## config.mk

```make
export PLATFORM = sky130hd
export DESIGN_NAME = frame_ring_tracker
export DESIGN_NICKNAME = d
export VERILOG_FILES = /design/src/rtl/frt_pkg.sv /design/src/rtl/frt_ptr_pair.sv /design/src/rtl/frt_grant.sv /design/src/rtl/frt_levels.sv /design/src/rtl/frame_ring_tracker.sv
export SDC_FILE = /design/constraint.sdc
export NUM_CORES = 1
export LEC_CHECK = 0
export ABC_CLOCK_PERIOD_IN_PS = 7000
export BUFFER_PORTS_ARGS = -buffer_cell sky130_fd_sc_hd__clkbuf_2
export CORE_AREA = 5 5 95 97
export CTS_BUF_LIST = sky130_fd_sc_hd__clkbuf_4
export CTS_CLUSTER_SIZE = 24
export DETAILED_ROUTE_END_ITERATION = 10
export DIE_AREA = 0 0 100 102
export PLACE_DENSITY_LB_ADDON = 0.25
export SYNTH_ARGS = -nofsm -noshare
export SYNTH_HDL_FRONTEND = slang
export SYNTH_SLANG_ARGS = --single-unit
```

## constraint.sdc

```tcl
create_clock -name clk_i -period 7 [get_ports clk_i]
set_input_delay 1.05 -clock clk_i [delete_from_list [all_inputs] [get_ports clk_i]]
set_output_delay 1.05 -clock clk_i [all_outputs]
set_load 0.1 [all_outputs]
```

## src/rtl/frt_pkg.sv

```systemverilog
package frt_pkg;
  typedef struct packed {
    logic set;
    logic step_lead;
    logic step_trail;
  } pp_cmd_t;

  localparam int unsigned SIDE_WR = 0;
  localparam int unsigned SIDE_RD = 1;
endpackage

```

## src/rtl/frt_ptr_pair.sv

```systemverilog
module frt_ptr_pair
  import frt_pkg::*;
#(
  parameter int unsigned PW   = 7,
  parameter int unsigned STEP = 16
) (
  input  logic          clk_i,
  input  logic          rst_ni,
  input  pp_cmd_t       cmd_i,
  input  logic [PW-1:0] set_val_i,
  output logic [PW-1:0] lead_o,
  output logic [PW-1:0] trail_o
);
  localparam logic [PW-1:0] STEP_P = PW'(STEP);

  logic [PW-1:0] lead_q, trail_q;

  always_ff @(posedge clk_i or negedge rst_ni) begin
    if (!rst_ni) begin
      lead_q  <= '0;
      trail_q <= '0;
    end else if (cmd_i.set) begin
      lead_q  <= set_val_i;
      trail_q <= set_val_i;
    end else begin
      if (cmd_i.step_lead)  lead_q  <= lead_q + STEP_P;
      if (cmd_i.step_trail) trail_q <= trail_q + STEP_P;
    end
  end

  assign lead_o  = lead_q;
  assign trail_o = trail_q;
endmodule

```

## src/rtl/frt_grant.sv

```systemverilog
module frt_grant #(
  parameter int unsigned PW = 7
) (
  input  logic          req_i,
  input  logic [PW:0]   cnt_i,
  input  logic [PW-1:0] avail_i,
  input  logic [PW-1:0] ptr_i,
  output logic [PW:0]   grant_o
);
  localparam logic [PW:0] RING_P = (PW+1)'(1) << PW;

  logic [PW:0] room, avail_w, m0, m1;

  always_comb begin
    room    = RING_P - {1'b0, ptr_i};
    avail_w = {1'b0, avail_i};
    m0      = (cnt_i < avail_w) ? cnt_i : avail_w;
    m1      = (m0 < room) ? m0 : room;
    grant_o = req_i ? m1 : '0;
  end
endmodule

```

## src/rtl/frt_levels.sv

```systemverilog
module frt_levels #(
  parameter int unsigned PW = 7
) (
  input  logic [PW-1:0] alloc_ptr_i,
  input  logic [PW-1:0] commit_ptr_i,
  input  logic [PW-1:0] disc_ptr_i,
  input  logic [PW-1:0] peek_ptr_i,
  output logic [PW-1:0] alloc_lvl_o,
  output logic [PW-1:0] valid_lvl_o,
  output logic [PW-1:0] unseen_lvl_o,
  output logic [PW-1:0] free_lvl_o
);
  localparam logic [PW-1:0] ONE = PW'(1);

  always_comb begin
    alloc_lvl_o  = alloc_ptr_i - disc_ptr_i;
    valid_lvl_o  = commit_ptr_i - disc_ptr_i;
    unseen_lvl_o = commit_ptr_i - peek_ptr_i;
    free_lvl_o   = disc_ptr_i - alloc_ptr_i - ONE;
  end
endmodule

```

## src/rtl/frame_ring_tracker.sv

```systemverilog
module frame_ring_tracker
  import frt_pkg::*;
#(
  parameter int unsigned RING_FRAMES = 128,
  parameter int unsigned MF_FRAMES   = 16,
  parameter int unsigned BASE_FRAME  = 0,
  parameter int unsigned OFS_W       = 8,
  localparam int unsigned PW         = $clog2(RING_FRAMES),
  localparam int unsigned MF_SHIFT   = $clog2(MF_FRAMES),
  localparam int unsigned MF_W       = OFS_W - MF_SHIFT
) (
  input  logic            clk_i,
  input  logic            rst_ni,
  input  logic            flush_i,
  input  logic            wr_req_i,
  input  logic [PW:0]     wr_cnt_i,
  output logic [PW:0]     wr_grant_o,
  output logic [OFS_W-1:0] wr_ofs_o,
  input  logic            rd_req_i,
  input  logic [PW:0]     rd_cnt_i,
  output logic [PW:0]     rd_grant_o,
  output logic [OFS_W-1:0] rd_ofs_o,
  input  logic            prep_req_i,
  output logic            prep_ok_o,
  output logic [MF_W-1:0] prep_mf_o,
  input  logic            commit_i,
  input  logic            peek_req_i,
  output logic            peek_ok_o,
  output logic [MF_W-1:0] peek_mf_o,
  input  logic            discard_i,
  output logic [PW-1:0]   alloc_lvl_o,
  output logic [PW-1:0]   valid_lvl_o,
  output logic [PW-1:0]   unseen_lvl_o,
  output logic [PW-1:0]   free_lvl_o
);
  localparam logic [PW-1:0]    MF_P    = PW'(MF_FRAMES);
  localparam logic [PW-1:0]    MF_MASK = ~PW'(MF_FRAMES - 1);
  localparam logic [OFS_W-1:0] BASE_P  = OFS_W'(BASE_FRAME);

  logic [PW-1:0] alloc_ptr, commit_ptr, disc_ptr, peek_ptr;
  logic [PW-1:0] free_lvl, unseen_lvl;

  // per-side arrays: index SIDE_WR / SIDE_RD
  logic [1:0]    side_req;
  logic [PW:0]   side_cnt   [2];
  logic [PW-1:0] side_avail [2];
  logic [PW-1:0] side_base  [2];
  logic [PW:0]   side_grant [2];

  pp_cmd_t       wr_cmd, rd_cmd;
  logic [PW-1:0] wr_set_val, rd_set_val;
  logic          prep_ok, peek_ok, commit_en, discard_en;
  logic [OFS_W-1:0] prep_ofs, peek_ofs;

  frt_levels #(.PW(PW)) u_levels (
    .alloc_ptr_i  (alloc_ptr),
    .commit_ptr_i (commit_ptr),
    .disc_ptr_i   (disc_ptr),
    .peek_ptr_i   (peek_ptr),
    .alloc_lvl_o  (alloc_lvl_o),
    .valid_lvl_o  (valid_lvl_o),
    .unseen_lvl_o (unseen_lvl),
    .free_lvl_o   (free_lvl)
  );

  assign unseen_lvl_o = unseen_lvl;
  assign free_lvl_o   = free_lvl;

  always_comb begin
    side_req[SIDE_WR]   = wr_req_i & ~flush_i;
    side_cnt[SIDE_WR]   = wr_cnt_i;
    side_avail[SIDE_WR] = free_lvl;
    side_base[SIDE_WR]  = commit_ptr;
    side_req[SIDE_RD]   = rd_req_i & ~flush_i;
    side_cnt[SIDE_RD]   = rd_cnt_i;
    side_avail[SIDE_RD] = unseen_lvl;
    side_base[SIDE_RD]  = peek_ptr;
  end

  for (genvar s = 0; s < 2; s++) begin : g_side
    frt_grant #(.PW(PW)) u_grant (
      .req_i   (side_req[s]),
      .cnt_i   (side_cnt[s]),
      .avail_i (side_avail[s]),
      .ptr_i   (side_base[s]),
      .grant_o (side_grant[s])
    );
  end

  assign wr_grant_o = side_grant[SIDE_WR];
  assign rd_grant_o = side_grant[SIDE_RD];
  assign wr_ofs_o   = BASE_P + OFS_W'(commit_ptr);
  assign rd_ofs_o   = BASE_P + OFS_W'(peek_ptr);

  // flush beats everything; bulk beats split on its own side
  always_comb begin
    prep_ok    = prep_req_i & ~flush_i & ~wr_req_i & (free_lvl >= MF_P);
    commit_en  = commit_i   & ~flush_i & ~wr_req_i;
    peek_ok    = peek_req_i & ~flush_i & ~rd_req_i & (unseen_lvl >= MF_P);
    discard_en = discard_i  & ~flush_i & ~rd_req_i;

    wr_cmd.set        = side_req[SIDE_WR];
    wr_cmd.step_lead  = prep_ok;
    wr_cmd.step_trail = commit_en;
    wr_set_val        = commit_ptr + side_grant[SIDE_WR][PW-1:0];

    rd_cmd.set        = flush_i | side_req[SIDE_RD];
    rd_cmd.step_lead  = peek_ok;
    rd_cmd.step_trail = discard_en;
    rd_set_val        = flush_i ? (commit_ptr & MF_MASK)
                                : (peek_ptr + side_grant[SIDE_RD][PW-1:0]);
  end

  frt_ptr_pair #(.PW(PW), .STEP(MF_FRAMES)) u_wr_ptrs (
    .clk_i     (clk_i),
    .rst_ni    (rst_ni),
    .cmd_i     (wr_cmd),
    .set_val_i (wr_set_val),
    .lead_o    (alloc_ptr),
    .trail_o   (commit_ptr)
  );

  frt_ptr_pair #(.PW(PW), .STEP(MF_FRAMES)) u_rd_ptrs (
    .clk_i     (clk_i),
    .rst_ni    (rst_ni),
    .cmd_i     (rd_cmd),
    .set_val_i (rd_set_val),
    .lead_o    (peek_ptr),
    .trail_o   (disc_ptr)
  );

  assign prep_ofs  = BASE_P + OFS_W'(alloc_ptr);
  assign peek_ofs  = BASE_P + OFS_W'(peek_ptr);
  assign prep_ok_o = prep_ok;
  assign peek_ok_o = peek_ok;
  assign prep_mf_o = prep_ofs[OFS_W-1:MF_SHIFT];
  assign peek_mf_o = peek_ofs[OFS_W-1:MF_SHIFT];
endmodule

```

* Word-level counts from Yosys, hierarchy flattened
Index checks and enable logic that the tools add are counted.
** Cells by class
- Magnitude comparators :: 6
- Add/subtract/negate cells :: 13
- Mux-type cells :: 15
- Reductions and logical operators :: 4
- Bitwise operators :: 16
** Operators by type and width (number)
- 7-bit two-way mux :: 9
- 8-bit two-way mux :: 6
- 7-bit by 5-bit adder with 7-bit output, second input constant :: 4
- 7-bit subtractor :: 4
- 8-bit by 7-bit < comparator with 1-bit output :: 2
- 8-bit < comparator :: 2
- 8-bit by 7-bit subtractor with 8-bit output, first input constant :: 2
- 7-bit adder :: 2
- 7-bit by 5-bit >= comparator with 1-bit output, second input constant :: 2
- 1-bit bitwise AND :: 12
- 2-bit nonzero test :: 4
- 7-bit by 1-bit subtractor with 7-bit output, second input constant :: 1
- 1-bit NOT :: 3
- 1-bit OR :: 1
** Storage, ports and cells
- Flip-flop bits (word level) :: 28
- Logic and storage cells :: 58
- Output and inout bits :: 70
- Bits of input ports :: 25

* Depth between registers and ports, before layout
Gate-level depths: netlist (run 1).
- Depth after elaboration :: 9
- Mapped depth :: 39
- Mapped depth without buffers :: 38

* Modules after synthesis
From an unflattened synthesis (run 1), not the netlist that was laid out.
** Second synthesis, totals
- Cells, all modules :: 513
- Area, all modules :: 4395.5 µm²
** By module, submodules not included
- frt_grant :: area each 690.7 µm², times used 2, cells each 84
- frt_ptr_pair :: area each 609.3 µm², times used 2, cells each 53
- frt_levels :: area each 1103.6 µm², times used 1, cells each 146
- frame_ring_tracker :: area each 691.9 µm², times used 1, cells each 93

* Worst setup path before layout (run 1)
OpenSTA, ideal clock, no wires.
- Path kind :: register -> register
- Start point :: register u_wr_ptrs.trail_q[0], in the netlist u_wr_ptrs.trail_o[0]
- End point :: register u_wr_ptrs.trail_q[6], in the netlist u_wr_ptrs.trail_o[6]
- Arrival :: 11.018 ns
- Library setup time :: 0.134 ns
- Clock period less this slack :: 11.152 ns
- Slack :: -4.152 ns
- Data required time :: 6.866 ns
- Cell stages (with the launch flop) :: 34
- Buffers on the path :: 1
- Cell sequence :: dfrtp_1 -> inv_1 -> ha_1 -> fa_1 -> a21o_1 -> a21oi_1 -> o21bai_1 -> a21oi_1 -> xor2_1 -> inv_1 -> ha_1 -> a211oi_1 -> o21ai_2 -> mux2_2 -> ha_1 -> a21o_1 -> a21o_1 -> a221oi_1 -> or4b_1 -> o21ai_1 -> buf_2 -> nor2_1 -> nor3_1 -> ha_1 -> inv_1 -> fa_1 -> nor2b_1 -> o21ai_0 -> nand2b_1 -> a21o_1 -> a21oi_1 -> xor2_1 -> xnor2_1 -> o22ai_1
** Between the ends
- Cells in the longest elaborated chain, start to end :: 6
- Elaborated cells on any way between the ends :: 8
- Those cells by class :: add/sub: 3; order compare: 1; mux: 4
** RTL lines
- start: declaration :: line frt_ptr_pair.sv:16 : logic [PW-1:0] lead_q, trail_q;
- start signal: assignment :: line frt_ptr_pair.sv:24 : trail_q <= set_val_i;
- start signal: assignment :: line frt_ptr_pair.sv:27 : if (cmd_i.step_trail) trail_q <= trail_q + STEP_P;
- 8-bit by 7-bit subtractor with 8-bit output (*) :: line frt_grant.sv:15 : room = RING_P - {1'b0, ptr_i};
- 8-bit < comparator :: line frt_grant.sv:18 : m1 = (m0 < room) ? m0 : room;
- 8-bit two-way mux (*) :: line frt_grant.sv:18
- 8-bit two-way mux (*) :: line frt_grant.sv:19 : grant_o = req_i ? m1 : '0;
- net wr_grant_o[0] :: line frame_ring_tracker.sv:17 : output logic [PW:0] wr_grant_o,
- 7-bit adder (*) :: line frame_ring_tracker.sv:105 : wr_set_val = commit_ptr + side_grant[SIDE_WR][PW-1:0];
- 7-bit two-way mux (*) :: line frt_ptr_pair.sv:22 : end else if (cmd_i.set) begin
The timed path passes the listed nets; every way through them passes the cells marked *. The select of a mux whose other input is x is not followed.
A chain may end at the register's enable or synchronous reset.

* Worst setup path in the final report (run 1)
- Start point :: register u_wr_ptrs.trail_q[0], in the netlist u_wr_ptrs.trail_o[0]
- End point :: output wr_grant_o[6]
** Between the ends
- Cells in the longest elaborated chain, start to end :: 4
** RTL lines (line)
- 8-bit by 7-bit subtractor with 8-bit output (*) :: frt_grant.sv:15
- 8-bit < comparator :: frt_grant.sv:18
- 8-bit two-way mux (*) :: frt_grant.sv:18
- 8-bit two-way mux (*) :: frt_grant.sv:19
- end: declaration :: frame_ring_tracker.sv:17
Mark *: on every way between the ends. The rest lies on a longest branch, timed or not.

==> results of run 1 <==
-- how the worst min path moves through the flow --
stage	cells past startpoint	slack [ps]	to
final	2	610	u_wr_ptrs.lead_o[3]
after global routing	2	640	u_wr_ptrs.lead_o[3]
after CTS	2	610	u_wr_ptrs.lead_o[3]
after detailed placement	2	580	u_wr_ptrs.lead_o[3]
after global placement	2	570	u_wr_ptrs.lead_o[3]
after floorplan	1	550	u_rd_ptrs.trail_o[5]
-- cells by family (layout without fill, tap and decap cells) --
group,after synthesis,after routing,share of synthesized area [%]
adder cells (fa/ha/maj),63,63,23.2
buffers and inverters,70,154,9.49
other,1,6,0.107
AO/OA/AOI/OAI,115,115,21.6
XOR/XNOR,42,42,10.5
multiplexers,17,17,5.66
AND/OR/NAND/NOR,110,110,15.1
flip-flops,20,20,14.3
-- repair_timing --
action                     4_1_cts  5_1_grt
setup endpoints to repair        2       20
pin swaps                        0        7
resized for setup                2       20
hold buffers                     0        0
setup buffers                    1        8
gates cloned                     0        0
-- sequential cells by signal, indices dropped and copies added (netlist names) --
| signal | cells |
|---|---|
| u_wr_ptrs.lead_o | 6 |
| u_rd_ptrs.lead_o | 4 |
| u_rd_ptrs.trail_o | 6 |
| u_wr_ptrs.trail_o | 4 |
-- Yosys cell counts (all sizes together) (2+ instances only) --
cell type	n
o21bai	4
nor3b	3
a21boi	3
a31oi	2
mux2i	8
nor2	38
o211ai	3
a211oi	6
a21oi	38
nor3	7
o21a	3
clkbuf	6
xor2	13
nand2	28
o32a	2
fa	3
and3	3
buf	21
mux2	9
and2	2
inv	43
o21ai	23
nor2b	5
o21ba	2
nand2b	8
nand3	4
o311ai	2
xnor2	29
ha	60
dfrtp	20
o22ai	2
or2	5
a21o	15
-- per-layer routing --
layer / wire [um] / GRT usage [%] / share of wire, % / up-vias
met2: 4470 / 31.8 / 45 / 81
met5: 0 / 0 / 0 / -
met1: 4860 / 27.6 / 49 / 1565
met3: 512 / 2.05 / 5.2 / 5
met4: 70 / 3.32 / 0.71 / 0
li1: - / - / - / 1681
-- final cells by class --
class	instances	area, um^2
clock buffer	4	30.0
fill	755	3370
inverter	43	179
multi-input combinational	353	3090
sequential	20	515
tap	105	131
timing repair buffer	107	729
-- worst max-delay path, delay by kind of cell (launching register included) --
family | cells | cell delay (ps)
muxes | 2 | 610
buffers and inverters | 4 | 540
xor gates and xnor gates | 1 | 200
and+or+nand+nor | 2 | 620
DFF | 1 | 470
AOI/OAI and AO/OA | 10 | 1880
adders and majority gates | 4 | 1090
-- per-stage QoR --
stage	instances	setup TNS [ps]	util (%)
3_3_place_gp	619	0	56.0
3_5_place_dp	619	0	56.0
6_report	632	0	58.1
5_1_grt	632	-498	58.1
2_1_floorplan	443	-10410	-
4_1_cts	624	0	56.6
==> summary.txt, run 1 <==
Synth
  • Mean post-synth cell area: 7.98 um^2
  • Post-synth ARST share: 100%
  • Post-synthesis cell type count: 60
  • Ys flop type: dfrtp_1
  • Sequential cell area fraction in the yosys report: 14.3%
  • Post-synth EDFFs: 0
  • Top post-synthesis cells by area: ha_1 21%, dfrtp_1 14%, xnor2_1 7.3%
  • Dominant cell type by area after synthesis: ha_1
  • Mapped Cells: 438
  • Synth Register Bits: 20
  • Synth Warn #: 0
  • Post-synth top area share: 21.5%
  • Mapped Area: 3490 um^2

Drt
  • Vias per cell: 5.27
  • WL/cell: 15.7 um
  • Initial DRC count: 104
  • First-pass detailed-route iteration total: 4
  • Via count of the routed design: 3332
  • DRC viols: 0
  • Detail Route Antenna Nets: 0
  • Routed wire length: 9.91 mm

Timing
  • WHS: 609 ps
  • Final Worst Setup Slack: 211 ps
  • Final Max Slew Viols: 0
  • Fmax: 147 MHz
  • Endpoints failing hold: 0
  • Tcrit/Tclk final: 97.0%
  • Clock skew: 17.2 ps
  • Worst-Margin Slew: 925 ps
  • Slew margin rel.: 38.3%
  • Final setup vio count: 0
  • Period minus WS final: 6790 ps

Job
  • MaxCap Viol Count: 0

Cells and area
  • Most frequent cells in the layout: 76 x clkbuf_2, 51 x ha_1, 36 x inv_1, 34 x nor2_1, 27 x nand2_1
  • Fraction of layout cells with a size suffix above 1: 36.6%
  • Finished Cell Area: 4680 um^2
  • Antenna Diode Count: 0
  • Synthesis-to-finish area growth: 34.0%
  • Final-stage net count: 616
  • Commonest non-fill, non-tap cell in the layout: clkbuf_2

Worst setup path
  • Worst Setup Start Kind: flip-flop
  • Critical-path top delay cell: or4b_4
  • Critical path arrival: 5740 ps
  • CP Data Required Time: 5950 ps
  • R2R depth: 33
  • CP startpoint: u_wr_ptrs.trail_o[0]
  • Crit Path Max Fanout: 8
  • Critical path cell sequence: inv_4, ha_4, fa_2, a21o_1, a21oi_4, o21bai_1, a21oi_2, xor2_4, inv_1, ha_1, a211oi_2, o21ai_2, mux2_4, ha_4, a21o_1, a21o_1, a221oi_2, or4b_4, o21ai_4, buf_4, mux2i_4, nor2_1, buf_12
  • Critical path class: reg -> out
  • Worst Setup EP: wr_grant_o[6]
  • FF-to-FF Start: u_wr_ptrs.trail_o[0]
  • Worst r2r dst: u_wr_ptrs.trail_o[6]
  • CP max stage delay: 520 ps
  • Reg2Reg Setup Slack: 280 ps
  • Critical Path Most Common Cell: a21o_1
  • CP endpoint kind: primary output

Floorplan
  • I/O Pins: 95
  • Initial core utilization: 43.4%
  • Die Ht: 102 um
  • Core area: 8050 um^2
  • Die X: 100 um
  • Die ar.: 10200 um^2
  • Num rows: 33

Clocking
  • Clock sink count: 20
  • Clock transition at path regs: 140 ps
  • Deepest clock path buffer count: 2
  • Total CTS buffers: 3
  • H-tree levels: 1
  • Root Buffer: clkbuf_4
  • CTS tree: built
  • Clock Latency Late Sink: 330 ps

Global routing
  • Number of global-route vias before repair: 3292
  • First-pass GRT wire length: 16.1 mm
  • Tot GR Track Use: 19.2%
  • GR Overflow Total: 0
  • Initial antenna violation count: 0
  • Pin count of the biggest net entering global routing: 22

Min path
  • Worst hold path startpoint: u_wr_ptrs.lead_o[3]
  • Type of the most critical hold path: reg -> reg

Place
  • Area post-placement: 4510 um^2
  • Dpl ws: 180 ps
  • Routability congestion estimate: 0.902
  • IO Port Bufs: 90
  • Final HPWL DP: 8.25 mm

Outcome
  • Status: completed
Power of run 1 is not shown: default switching activity piles up to over one toggle a cycle in this logic, so the estimate is an artifact.
==> run 2, diff against run 1 <==
--- a/config.mk
+++ b/config.mk
@@ -5,13 +5,13 @@
 export SDC_FILE = /design/constraint.sdc
 export NUM_CORES = 1
 export LEC_CHECK = 0
-export ABC_CLOCK_PERIOD_IN_PS = 7000
-export BUFFER_PORTS_ARGS = -buffer_cell sky130_fd_sc_hd__clkbuf_2
-export CORE_AREA = 5 5 95 97
+export ABC_CLOCK_PERIOD_IN_PS = 7500
+export CORE_AREA = 5 5 86 88
 export CTS_BUF_LIST = sky130_fd_sc_hd__clkbuf_4
 export CTS_CLUSTER_SIZE = 24
 export DETAILED_ROUTE_END_ITERATION = 10
-export DIE_AREA = 0 0 100 102
+export DIE_AREA = 0 0 91 93
+export DONT_BUFFER_PORTS = 1
 export PLACE_DENSITY_LB_ADDON = 0.25
 export SYNTH_ARGS = -nofsm -noshare
 export SYNTH_HDL_FRONTEND = slang
==> constraint.sdc (replaced) <==
create_clock -name clk_i -period 7.5 [get_ports clk_i]
set_input_delay 1.125 -clock clk_i [delete_from_list [all_inputs] [get_ports clk_i]]
set_output_delay 1.125 -clock clk_i [all_outputs]
set_load 0.1 [all_outputs]
==> run 2 against run 1 <==
Net effect: die area down 17%; critical path depth unchanged; worst setup slack better by 2.2 ps; first-iteration DRC count grew 61%; global-route usage grew 3.8 points; largest cell class unchanged; sequential share of layout area is 0.74 points higher; worst hold slack worse by 140 ps; wire length down 1.0%; utilization increased by 8.5 points; count of clock-buffer cells in the layout down 1; register-to-register slack improved by 110 ps; non-clock buffer count decreased by 53.
==> summary.txt, run 2 (synthesis results as in run 1) <==
Outcome
  • Status: completed

Timing
  • Endpoints failing hold: 0 (unchanged)
  • Clock skew: 5.85 ps (-11.3 ps)
  • Period minus WS final: 7290 ps
  • Fmax: 137 MHz
  • Tcrit/Tclk final: 97.2%
  • Final Worst Setup Slack: 213 ps (+2.15 ps)
  • Worst-Margin Slew: 1200 ps (+276 ps)
  • Slew margin rel.: 19.9% (-18 points)
  • Final Max Slew Viols: 0 (unchanged)
  • Final setup vio count: 0 (unchanged)

Global routing
  • First-pass GRT wire length: 16.3 mm (+0.77%)
  • Pin count of the biggest net entering global routing: 21 (-4.5%)
  • Initial antenna violation count: 0 (unchanged)
  • Number of global-route vias before repair: 3374 (+2.5%)
  • GR Overflow Total: 0 (unchanged)
  • Tot GR Track Use: 23.1% (+3.8 points)

Cells and area
  • Synthesis-to-finish area growth: 25.2%
  • Antenna Diode Count: 0 (unchanged)
  • FILL cells: 535 (-29%)
  • Fraction of layout cells with a size suffix above 1: 28.7% (-7.9 points)
  • Final-stage net count: 563 (-8.6%)
  • Most frequent cells in the layout: 54 x ha_1, 47 x buf_4, 37 x inv_1, 33 x nor2_1, 32 x a21oi_1
  • Cell Count, Final, Fillers Out: 554 (-12%)
  • Sequential cell area: 514 um^2 (-0.24%)
  • Commonest non-fill, non-tap cell in the layout: ha_1
  • Area occupied by multi-input gates: 3060 um^2 (-1.1%)

Clocking
  • Clock Latency Late Sink: 330 ps (about the same)
  • CTS Hold Bufs: 0 (unchanged)
  • Clock transition at path regs: 130 ps (about the same)
  • H-tree levels: 1 (unchanged)
  • CTS tree: built
  • Deepest clock path buffer count: 2 (unchanged)
  • Root Buffer: clkbuf_4
  • Clock sink count: 20 (unchanged)
  • Total CTS buffers: 3 (unchanged)

Worst setup path
  • Worst Setup Start Kind: flip-flop
  • Reg2Reg Setup Slack: 390 ps (+110 ps)
  • CP endpoint kind: primary output
  • FF-to-FF Start: u_wr_ptrs.trail_o[0]
  • Crit Path Max Fanout: 9 (+1)
  • Critical path class: reg -> out
  • CP Data Required Time: 6380 ps (+430 ps)
  • R2R depth: 31 (-6.1%)
  • Worst r2r dst: u_wr_ptrs.trail_o[6]
  • Critical path arrival: 6160 ps (+420 ps)

Floorplan
  • I/O Pins: 95 (unchanged)
  • Num rows: 30 (-9.1%)
  • Initial core utilization: 53.2% (+9.8 points)
  • Core area: 6570 um^2 (-18%)
  • Die X: 91 um (-9.0%)
  • Die ar.: 8460 um^2 (-17%)
  • Die Ht: 93 um (-8.8%)

Job
  • MaxCap Viol Count: 0 (unchanged)

Drt
  • Vias per cell: 5.75 (+9.0%)
  • Via count of the routed design: 3185 (-4.4%)
  • Detail Route Antenna Nets: 0 (unchanged)
  • First-pass detailed-route iteration total: 4 (unchanged)
  • DRC viols: 0 (unchanged)
  • Initial DRC count: 167 (+61%)
  • WL/cell: 17.7 um (+13%)
  • Routed wire length: 9.81 mm (-1.0%)

Min path
  • Type of the most critical hold path: in -> async

Place
  • Dpl ws: 457 ps (+276 ps)
  • Routability congestion estimate: 0.864 (-4.2%)
  • Final HPWL DP: 8.39 mm (+1.6%)
  • IO Port Bufs: 0 (-100%)
  • Post-placement cell count: 547 (-12%)
## run 2: changes by cell type in the layout (fill, tap and decap cells not counted), moves of 5 or more
cell      delta
o21ai_1      -6
a21oi_1      +6
clkbuf_2    -76
xnor2_1      -5
xnor2_2      +5
o21ai_0      +6
a21oi_2      -5
buf_4       +30
## run 2: repair_timing
action,CTS,global route
setup endpoints to repair,0,2
resized for setup,0,1
buffers inserted,0,3
## run 2: metrics by stage
| step | utilization (%) | cell area (um^2) | setup TNS [ps] | hold WS (ps) |
|---|---|---|---|---|
| final | 66.6 | 4370 | 0 | 469 |
| after global routing | 66.6 | 4370 | -80.0 | 456 |
| after CTS | 66.1 | 4340 | 0 | 473 |
| after detailed placement | 65.7 | 4320 | 0 | 604 |
| after global placement | 65.7 | 4320 | 0 | 596 |
| after floorplan | - | 3830 | -3020 | 545 |
## run 2: final cells by class
type	instances	share of cell area [%]
clock buffers	3	0.515
clock inverters	1	0.0858
inverters	43	3.92
multi-input cells	353	70.0
flip-flops and latches	20	11.8
well taps	80	2.29
repair buffers	54	11.4
## run 2: layer usage
layer	wire [um]	track usage (%)	share of wire, %
met5	0	0	0
met4	163	6.36	1.7
met3	740	5.87	7.5
met2	4580	38.8	47
met1	4320	29.3	44
## run 2: worst max-delay path, stage by stage, from the launching register on
cell,delay (ps)
dfrtp_4,450
inv_4,50
ha_4,160
fa_2,480
a21o_1,220
a21oi_2,210
o21bai_1,120
a21oi_2,250
xor2_4,170
inv_1,60
ha_1,280
a211oi_1,420
o21ai_4,210
mux2_4,360
ha_4,240
a21o_1,170
a21o_1,190
a221oi_2,280
or4b_4,520
o21ai_4,220
buf_4,190
mux2i_1,330
nor2_2,80
buf_12,170
## run 2: worst max-delay path by stage
stage,slack [ps],to,from
global placement,520,u_wr_ptrs.trail_o[5],u_wr_ptrs.trail_o[0]
finish,210,wr_grant_o[6],u_wr_ptrs.trail_o[0]
CTS,150,wr_grant_o[1],u_wr_ptrs.trail_o[0]
global route,-50,wr_grant_o[6],u_wr_ptrs.trail_o[0]
floorplan,-560,u_wr_ptrs.trail_o[6],u_wr_ptrs.trail_o[0]
detailed placement,460,u_wr_ptrs.trail_o[5],u_wr_ptrs.trail_o[0]
Power of run 2 is left out for the same reason.
